===== src/rtl/gax_pkg.sv =====
package gax_pkg;
    localparam int          ADDR_W       = 32;
    localparam int          PAGE_SHIFT   = 12;
    localparam int          REGION_SHIFT = 16;
    localparam int          ERR_ALIGN    = 5;
    localparam int          VPN_W        = ADDR_W - PAGE_SHIFT;
    localparam int          RGN_W        = 12;
    localparam logic [ADDR_W-1:0] VA_BASE = 32'h0100_0000;

    // register word map
    localparam logic [2:0] REG_CTRL    = 3'd0;
    localparam logic [2:0] REG_REGIONS = 3'd1;
    localparam logic [2:0] REG_PTBASE  = 3'd2;
    localparam logic [2:0] REG_ERRADDR = 3'd3;
    localparam logic [2:0] REG_WINLO   = 3'd4;
    localparam logic [2:0] REG_WINHI   = 3'd5;
    localparam logic [2:0] REG_IRQ     = 3'd6;
    localparam logic [2:0] REG_INVAL   = 3'd7;

    typedef enum logic [1:0] {
        ST_IDLE  = 2'd0,
        ST_FETCH = 2'd1,
        ST_WAIT  = 2'd2
    } xl_state_e;
endpackage


===== src/rtl/gax_regs.sv =====
module gax_regs
    import gax_pkg::*;
#(
    parameter int N_CLIENTS = 4,
    parameter int CLW       = 2
) (
    input  logic                  clk,
    input  logic                  rst_n,
    input  logic                  cfg_we,
    input  logic [2:0]            cfg_addr,
    input  logic [ADDR_W-1:0]     cfg_wdata,
    input  logic                  fault_evt,
    input  logic [ADDR_W-1:0]     fault_va_in,
    input  logic [CLW-1:0]        fault_cl_in,
    output logic                  xl_en,
    output logic [N_CLIENTS-1:0]  cl_xlate,
    output logic [RGN_W-1:0]      regions,
    output logic [ADDR_W-1:0]     pt_base,
    output logic [ADDR_W-1:ERR_ALIGN] err_hi,
    output logic [VPN_W-1:0]      win_lo,
    output logic [VPN_W-1:0]      win_hi,
    output logic                  inval,
    output logic                  fault_pending,
    output logic [ADDR_W-1:0]     fault_va,
    output logic [CLW-1:0]        fault_client,
    output logic                  irq
);
    logic irq_mask;
    logic clr_fault;

    assign inval     = cfg_we && (cfg_addr == REG_INVAL) && cfg_wdata[0];
    assign clr_fault = cfg_we && (cfg_addr == REG_IRQ) && cfg_wdata[1];

    always_ff @(posedge clk or negedge rst_n) begin
        if (!rst_n) begin
            xl_en    <= 1'b0;
            cl_xlate <= '0;
            regions  <= '1;
            pt_base  <= '0;
            err_hi   <= '0;
            win_lo   <= '0;
            win_hi   <= '1;
            irq_mask <= 1'b0;
        end else if (cfg_we) begin
            unique case (cfg_addr)
                REG_CTRL: begin
                    xl_en    <= cfg_wdata[0];
                    cl_xlate <= cfg_wdata[8 +: N_CLIENTS];
                end
                REG_REGIONS: regions  <= cfg_wdata[RGN_W-1:0];
                REG_PTBASE:  pt_base  <= cfg_wdata;
                REG_ERRADDR: err_hi   <= cfg_wdata[ADDR_W-1:ERR_ALIGN];
                REG_WINLO:   win_lo   <= cfg_wdata[ADDR_W-1:PAGE_SHIFT];
                REG_WINHI:   win_hi   <= cfg_wdata[ADDR_W-1:PAGE_SHIFT];
                REG_IRQ:     irq_mask <= cfg_wdata[0];
                default: ;
            endcase
        end
    end

    // fault record: clear wins over a simultaneous new fault
    always_ff @(posedge clk or negedge rst_n) begin
        if (!rst_n) begin
            fault_pending <= 1'b0;
            fault_va      <= '0;
            fault_client  <= '0;
        end else if (clr_fault) begin
            fault_pending <= 1'b0;
        end else if (fault_evt && !fault_pending) begin
            fault_pending <= 1'b1;
            fault_va      <= fault_va_in;
            fault_client  <= fault_cl_in;
        end
    end

    assign irq = fault_pending && irq_mask;
endmodule


===== src/rtl/gax_tlb.sv =====
module gax_tlb
    import gax_pkg::*;
#(
    parameter int LINES = 4
) (
    input  logic              clk,
    input  logic              rst_n,
    input  logic [VPN_W-1:0]  lk_vpn,
    output logic              hit,
    output logic [ADDR_W-1:0] hit_pte,
    input  logic              fill_en,
    input  logic [VPN_W-1:0]  fill_vpn,
    input  logic [ADDR_W-1:0] fill_pte,
    input  logic              inval
);
    localparam int PW = (LINES > 1) ? $clog2(LINES) : 1;

    logic [LINES-1:0]  vld;
    logic [VPN_W-1:0]  tag  [LINES];
    logic [ADDR_W-1:0] data [LINES];
    logic [LINES-1:0]  match;
    logic [PW-1:0]     rr;

    for (genvar g = 0; g < LINES; g++) begin : g_cmp
        assign match[g] = vld[g] && (tag[g] == lk_vpn);
    end

    always_comb begin
        hit_pte = '0;
        for (int i = 0; i < LINES; i++)
            if (match[i]) hit_pte = hit_pte | data[i];
    end
    assign hit = |match;

    always_ff @(posedge clk or negedge rst_n) begin
        if (!rst_n) begin
            vld <= '0;
            rr  <= '0;
            for (int i = 0; i < LINES; i++) begin
                tag[i]  <= '0;
                data[i] <= '0;
            end
        end else begin
            if (fill_en) begin
                vld[rr]  <= 1'b1;
                tag[rr]  <= fill_vpn;
                data[rr] <= fill_pte;
                rr       <= (rr == PW'(LINES - 1)) ? '0 : rr + 1'b1;
            end
            if (inval) vld <= '0;
        end
    end
endmodule


===== src/rtl/gax_eval.sv =====
module gax_eval
    import gax_pkg::*;
(
    input  logic                       translate,
    input  logic                       force_fault,
    input  logic                       is_write,
    input  logic [ADDR_W-1:0]          va,
    input  logic [ADDR_W-1:0]          pte,
    input  logic [VPN_W-1:0]           win_lo,
    input  logic [VPN_W-1:0]           win_hi,
    input  logic [ADDR_W-1:ERR_ALIGN]  err_hi,
    output logic [ADDR_W-1:0]          pa,
    output logic                       fault
);
    logic [ADDR_W-1:0] raw_pa;
    logic              perm_ok;
    logic              in_win;

    always_comb begin
        raw_pa  = translate ? {pte[ADDR_W-1:PAGE_SHIFT], va[PAGE_SHIFT-1:0]} : va;
        perm_ok = !translate ||
                  ((pte != '0) && (is_write ? pte[0] : pte[1]));
        in_win  = (raw_pa[ADDR_W-1:PAGE_SHIFT] >= win_lo) &&
                  (raw_pa[ADDR_W-1:PAGE_SHIFT] <= win_hi);
        fault   = force_fault || !perm_ok || !in_win;
        pa      = fault ? {err_hi, {ERR_ALIGN{1'b0}}} : raw_pa;
    end
endmodule


===== src/rtl/gpu_addr_xlate.sv =====
module gpu_addr_xlate
    import gax_pkg::*;
#(
    parameter int N_CLIENTS = 4,
    parameter int TLB_LINES = 4,
    parameter int CLW       = (N_CLIENTS > 1) ? $clog2(N_CLIENTS) : 1
) (
    input  logic              clk,
    input  logic              rst_n,
    input  logic              cfg_we,
    input  logic [2:0]        cfg_addr,
    input  logic [31:0]       cfg_wdata,
    input  logic              req_valid,
    output logic              req_ready,
    input  logic [CLW-1:0]    req_client,
    input  logic [31:0]       req_va,
    input  logic              req_write,
    output logic              rsp_valid,
    output logic [31:0]       rsp_pa,
    output logic              rsp_fault,
    output logic              mem_req,
    output logic [31:0]       mem_addr,
    input  logic              mem_rvalid,
    input  logic [31:0]       mem_rdata,
    output logic              irq,
    output logic [31:0]       fault_va,
    output logic [CLW-1:0]    fault_client
);
    xl_state_e state, nxt;

    logic                      xl_en;
    logic [N_CLIENTS-1:0]      cl_xlate;
    logic [RGN_W-1:0]          regions;
    logic [ADDR_W-1:0]         pt_base;
    logic [ADDR_W-1:ERR_ALIGN] err_hi;
    logic [VPN_W-1:0]          win_lo, win_hi;
    logic                      inval;
    logic                      fault_pending;

    logic [ADDR_W-1:0] held_va;
    logic [CLW-1:0]    held_cl;
    logic              held_wr;
    logic              drop_fill;

    logic              acc, xl_now, in_range, need_fetch, rsp_fire;
    logic [ADDR_W-1:0] req_off, held_off;
    logic              tlb_hit;
    logic [ADDR_W-1:0] tlb_pte;
    logic              fill_en;

    logic              in_wait;
    logic              ev_translate, ev_force, ev_wr, ev_fault;
    logic [ADDR_W-1:0] ev_va, ev_pte, ev_pa;
    logic [CLW-1:0]    ev_cl;

    gax_regs #(.N_CLIENTS(N_CLIENTS), .CLW(CLW)) u_regs (
        .clk          (clk),
        .rst_n        (rst_n),
        .cfg_we       (cfg_we),
        .cfg_addr     (cfg_addr),
        .cfg_wdata    (cfg_wdata),
        .fault_evt    (rsp_fire && ev_fault),
        .fault_va_in  (ev_va),
        .fault_cl_in  (ev_cl),
        .xl_en        (xl_en),
        .cl_xlate     (cl_xlate),
        .regions      (regions),
        .pt_base      (pt_base),
        .err_hi       (err_hi),
        .win_lo       (win_lo),
        .win_hi       (win_hi),
        .inval        (inval),
        .fault_pending(fault_pending),
        .fault_va     (fault_va),
        .fault_client (fault_client),
        .irq          (irq)
    );

    // request classification in IDLE
    assign acc      = req_valid && req_ready;
    assign xl_now   = xl_en && cl_xlate[req_client];
    assign req_off  = req_va - VA_BASE;
    assign in_range = (req_va >= VA_BASE) &&
                      (req_off[ADDR_W-1:REGION_SHIFT] <
                       {{(ADDR_W-REGION_SHIFT-RGN_W){1'b0}}, regions});

    gax_tlb #(.LINES(TLB_LINES)) u_tlb (
        .clk      (clk),
        .rst_n    (rst_n),
        .lk_vpn   (req_va[ADDR_W-1:PAGE_SHIFT]),
        .hit      (tlb_hit),
        .hit_pte  (tlb_pte),
        .fill_en  (fill_en),
        .fill_vpn (held_va[ADDR_W-1:PAGE_SHIFT]),
        .fill_pte (mem_rdata),
        .inval    (inval)
    );

    assign need_fetch = acc && xl_now && in_range && !tlb_hit;

    // evaluation source: live request in IDLE, held request with table data in WAIT
    assign in_wait      = (state == ST_WAIT);
    assign ev_translate = in_wait ? 1'b1      : xl_now;
    assign ev_force     = in_wait ? 1'b0      : (xl_now && !in_range);
    assign ev_va        = in_wait ? held_va   : req_va;
    assign ev_wr        = in_wait ? held_wr   : req_write;
    assign ev_cl        = in_wait ? held_cl   : req_client;
    assign ev_pte       = in_wait ? mem_rdata : tlb_pte;

    gax_eval u_eval (
        .translate  (ev_translate),
        .force_fault(ev_force),
        .is_write   (ev_wr),
        .va         (ev_va),
        .pte        (ev_pte),
        .win_lo     (win_lo),
        .win_hi     (win_hi),
        .err_hi     (err_hi),
        .pa         (ev_pa),
        .fault      (ev_fault)
    );

    assign rsp_fire = (acc && !need_fetch) || (in_wait && mem_rvalid);
    assign fill_en  = in_wait && mem_rvalid && (mem_rdata != '0) && !drop_fill;

    // state register
    always_ff @(posedge clk or negedge rst_n) begin
        if (!rst_n) state <= ST_IDLE;
        else        state <= nxt;
    end

    // transitions: miss (IDLE->FETCH), issue (FETCH->WAIT), return (WAIT->IDLE)
    always_comb begin
        nxt = state;
        unique case (state)
            ST_IDLE:  if (need_fetch) nxt = ST_FETCH;
            ST_FETCH: nxt = ST_WAIT;
            ST_WAIT:  if (mem_rvalid) nxt = ST_IDLE;
            default:  nxt = ST_IDLE;
        endcase
    end

    // state-decoded outputs
    always_comb begin
        req_ready = 1'b0;
        mem_req   = 1'b0;
        unique case (state)
            ST_IDLE:  req_ready = 1'b1;
            ST_FETCH: mem_req   = 1'b1;
            ST_WAIT:  ;
            default:  ;
        endcase
    end

    assign held_off = held_va - VA_BASE;
    assign mem_addr = pt_base + {{(PAGE_SHIFT-2){1'b0}}, held_off[ADDR_W-1:PAGE_SHIFT], 2'b00};

    always_ff @(posedge clk or negedge rst_n) begin
        if (!rst_n) begin
            held_va   <= '0;
            held_cl   <= '0;
            held_wr   <= 1'b0;
            drop_fill <= 1'b0;
        end else begin
            if (acc) begin
                held_va <= req_va;
                held_cl <= req_client;
                held_wr <= req_write;
            end
            if (state == ST_IDLE) drop_fill <= 1'b0;
            else if (inval)       drop_fill <= 1'b1;
        end
    end

    always_ff @(posedge clk or negedge rst_n) begin
        if (!rst_n) begin
            rsp_valid <= 1'b0;
            rsp_pa    <= '0;
            rsp_fault <= 1'b0;
        end else begin
            rsp_valid <= rsp_fire;
            if (rsp_fire) begin
                rsp_pa    <= ev_pa;
                rsp_fault <= ev_fault;
            end
        end
    end
endmodule


===== config.mk =====
export PLATFORM = sky130hd
export DESIGN_NAME = gpu_addr_xlate
export DESIGN_NICKNAME = d
export VERILOG_FILES = /design/src/rtl/gax_pkg.sv /design/src/rtl/gax_regs.sv /design/src/rtl/gax_tlb.sv /design/src/rtl/gax_eval.sv /design/src/rtl/gpu_addr_xlate.sv
export SDC_FILE = /design/constraint.sdc
export NUM_CORES = 1
export LEC_CHECK = 0
export BUFFER_PORTS_ARGS = -buffer_cell sky130_fd_sc_hd__buf_2
export CAP_MARGIN = 20
export CORE_MARGIN = 2
export CORE_UTILIZATION = 25
export CTS_CLUSTER_DIAMETER = 30
export DETAILED_ROUTE_END_ITERATION = 8
export HOLD_SLACK_MARGIN = 0.1
export PLACE_DENSITY = 0.48
export RECOVER_POWER = 50
export SETUP_SLACK_MARGIN = 0.05
export SLEW_MARGIN = 20
export SYNTH_ARGS = -nofsm -noshare
export SYNTH_HDL_FRONTEND = slang
export SYNTH_SLANG_ARGS = --single-unit

===== constraint.sdc =====
create_clock -name clk -period 12.1 [get_ports clk]
set_clock_uncertainty 0.05 [all_clocks]
set_input_delay 3.63 -clock clk [delete_from_list [all_inputs] [get_ports clk]]
set_output_delay 3.63 -clock clk [all_outputs]
set_load 0.05 [all_outputs]

==> run_results.csv <==
group,metric,value,unit
yosys,synth.most_common_cell,"dfrtp_1",
sta,tightest_slew,4.68,ns
power,pwr-share-seq,0.290,
sta,max_freq,106,MHz
power,p_sw_frac,0.349,
yosys,synth_common_cells,"366 x dfrtp_1, 280 x mux2_2, 132 x nand2_1",
critical_path,arrival,9.87,ns
layout,final_area,25600,um2
sta,hold_ws,0.420,ns
placement,place_hpwl,48700,um
hold_path,worstHoldPathType,"flip-flop to flip-flop",
layout,finish.utilization,0.320,
layout,multiInputGateArea,9390,um2
die,core_area,80200,um2
power,intPower,3920,uW
clocking,post_cts_resize_count,0,
critical_path,startpoint_type,"input pin",
drt,drt_iter0_markers,881,
clocking,tritoncts,"done",
drt,firstDrtPassIters,5,
power,p_total,6020,uW
yosys,syn_area_per_cell,11.5,um2
yosys,synth-async-reset-ratio,1.00,
sta,fin_crit,9.42,ns
clocking,cts_setup_buffers,0,
hold_path,hold_end,"rsp_pa[17]$_DFFE_PN0P_",
yosys,synth_top_cell_by_area,"dfrtp_1",
yosys,synth_edf_count,0,
yosys,syn_nets,1930,
power,comb_power_share,0.271,
global_route,antenna_found_initial,11,
die,die_x,288,um
clocking,clock-sinks,398,
die,initial_core_util,0.251,
drt,final_antenna_net_count,0,
critical_path,critPathCaptureType,"flip-flop",
drt,wl,67700,um
global_route,grtUsageTotal,0.163,
layout,drive_gt1_frac,0.355,
sta,post-route-period-util,0.779,
yosys,synth.area.top_cells,"dfrtp_1 45%, mux2_2 16%, ha_1 4.8%",
global_route,grt_pass1_wl,100000,um
clocking,cts_hold_buf,0,
sta,drv_slew,320,
clocking,root_buffer,"clkbuf_16",
yosys,syn_area,20200,um2
yosys,yosys.area.top_type_share,0.454,
global_route,gr-total-overflow,0,
die,die-area,82900,um2
critical_path,path_max_fanout,15,
power,powerDensity,235,nW/um2
drt,vias,14800,
outcome,status,"finished, violations left",
clocking,clk_pin_slew,0.05,ns
layout,regArea,10000,um2
yosys,synth-seq-cells,398,
critical_path,reg2reg_to,"rsp_pa[6]$_DFFE_PN0P_",
outcome,violations,"capacitance limit, slew limit",
layout,finish.net_count,2154,
critical_path,cpPeakStageDelay,0.94,ns
critical_path,worstSetupPathType,"input pin to flip-flop",
yosys,yosys_warnings,0,
flow_run,maxCapViolations,8,
clocking,clockBufferDepth,3,
clocking,htreeDepth,3,
power,clkPwrFrac,0.439,
global_route,grt_pass1_vias,15400,
critical_path,critPathSlowestCell,"nor4_4",
sta,hold_viol,0,
layout,syn_to_final_growth,27.2,%
power,peakVddDrop,94.1,uV
critical_path,required,12.55,ns
sta,finalSetupViolations,0,
sta,tns,0,ns
placement,place_congestion,0.846,
global_route,grt_max_degree,138,
critical_path,ff2ff_setup_slack,5.55,ns
clocking,numCtsBuffers,97,
die,row_count,104,
yosys,synthCells,1745,
placement,place_area,22300,um2
yosys,ys_types,62,
yosys,yosysSeqAreaShare,0.496,
critical_path,r2r_cells,17,
sta,rsz0062_at_grt,"no",
layout,nFillCells,8174,
power,p_sw,2100,uW
critical_path,r2r_start,"u_tlb.tag[79]$_DFFE_PN0P_",
power,leakage,0.0117,uW
drt,wire_per_inst,21.8,um
hold_path,hold_depth,2,
hold_path,hp-start,"rsp_pa[17]$_DFFE_PN0P_",
drt,drc,0,
drt,via_per_inst,4.77,
clocking,clock_latency,0.63,ns
placement,port_buffers,209,
die,die_h,288,um
sta,relSlewSlack,-2.12,
critical_path,path_cells,"buf_2 > xor2_1 > nor4_1 > nand4_1 > nor4_4 > buf_4 > a22o_1 > a221oi_1 > o21ai_0 > ha_1 > a21o_1 > a211oi_1 > o211a_1 > a2111oi_0 > o22ai_1 > a21oi_2 > nand2_1 > o311ai_0",
die,ios,210,
yosys,synth_ff_type,"dfrtp_1",
## cell usage in the layout (no fill, tap or decap), types with 5 or more instances in the layout
cell       count
o21a_1         5
nand3_1       14
nor3_1        30
and3_1         5
and2_1        16
mux2i_1       24
o211ai_1      10
o21ai_0       87
xor2_1        48
a21o_1        18
ha_1          77
nand4_1       29
xnor2_1       64
nor2b_1       12
a22o_1        21
a211oi_1      20
dfrtp_1      366
a2bb2oi_2     15
a21boi_0       5
buf_2        204
clkbuf_16     97
clkinv_2      13
buf_4         21
nor4_1        20
inv_1         85
nor2_1        29
clkbuf_1      33
nand2b_1       9
clkbuf_8      19
nand2_1      128
o311ai_1       5
o31ai_1       26
bufinv_16     13
a221oi_1      20
a21oi_1       56
mux2_2       279
dfstp_2       32
a22oi_1       20
## critical path: cells and delay by family
kind / cells / cell delay (ns)
buf+inv: 2 / 0.48
xor+xnor: 1 / 0.21
fa+ha+maj: 1 / 0.29
simple gates: 4 / 2.24
compound gates: 10 / 2.99
## layer usage
| metal | global-route usage | wire [um] | up-vias |
|---|---|---|---|
| met5 | 0 | 83 | - |
| met4 | 0.0452 | 1300 | 14 |
| met3 | 0.0398 | 4200 | 106 |
| met2 | 0.264 | 31700 | 413 |
| met1 | 0.215 | 30500 | 7550 |
| li1 | - | - | 6734 |
## how the worst max path moves through the flow
stage	start	endpoint	cells after the start
3_3_place_gp	req_va[31]	rsp_pa[7]$_DFFE_PN0P_	19
2_1_floorplan	req_va[27]	u_regs.fault_client[0]$_DFFE_PN0P_	20
5_1_grt	rst_n	rsp_pa[25]$_DFFE_PN0P_	2
3_5_place_dp	req_va[31]	rsp_pa[5]$_DFFE_PN0P_	19
6_report	req_va[31]	rsp_pa[6]$_DFFE_PN0P_	18
4_1_cts	req_va[31]	rsp_pa[5]$_DFFE_PN0P_	19
## sequential cells by signal, indices dropped and copies added, names as in the netlist, 27 cells and up
register	cells
u_tlb.data	88
rsp_pa	32
u_regs.pt_base	32
u_regs.fault_va	32
u_regs.err_hi	27
u_tlb.tag	80
held_va	32
## final cells by class
type | count | area share
clock inverter | 36 | 0.0225
inverter | 85 | 0.0124
clock buffer | 137 | 0.108
antenna | 3 | 0.000293
multi-input combinational | 1149 | 0.366
sequential | 398 | 0.390
tap | 1060 | 0.0517
timing repair buffer | 238 | 0.0488
## cells by family (layout without fill, tap and decap cells)
logic type | count (synthesis) | after routing | synth area share
flip-flops | 398 | 398 | 0.496
AO/OA/AOI/OAI | 331 | 331 | 0.116
AND/OR/NAND/NOR | 319 | 319 | 0.0781
multiplexers | 308 | 308 | 0.172
buffers and inverters | 198 | 496 | 0.0399
XOR/XNOR | 113 | 113 | 0.0495
adder cells (fa/ha/maj) | 78 | 78 | 0.0488
other | 0 | 3 | 0
## metrics by stage
stage / setup slack, ns / std cells
floorplan: 4.19 / 1745
CTS: 2.66 / 3101
detailed placement: 2.04 / 2928
global placement: 2.15 / 2928
global route: 1.70 / 3105
finish: 2.68 / 3106
## power by group through the flow
stage | clock (uW) | sequential (uW) | combinational [uW]
after floorplan | 0 | 2060 | 832
after global placement | 0 | 1750 | 1630
after detailed placement | 0 | 1760 | 1640
after CTS | 2690 | 1740 | 1640
after global routing | 2770 | 1770 | 1750
final | 2640 | 1740 | 1630
Power figures use the tool's default switching activity.
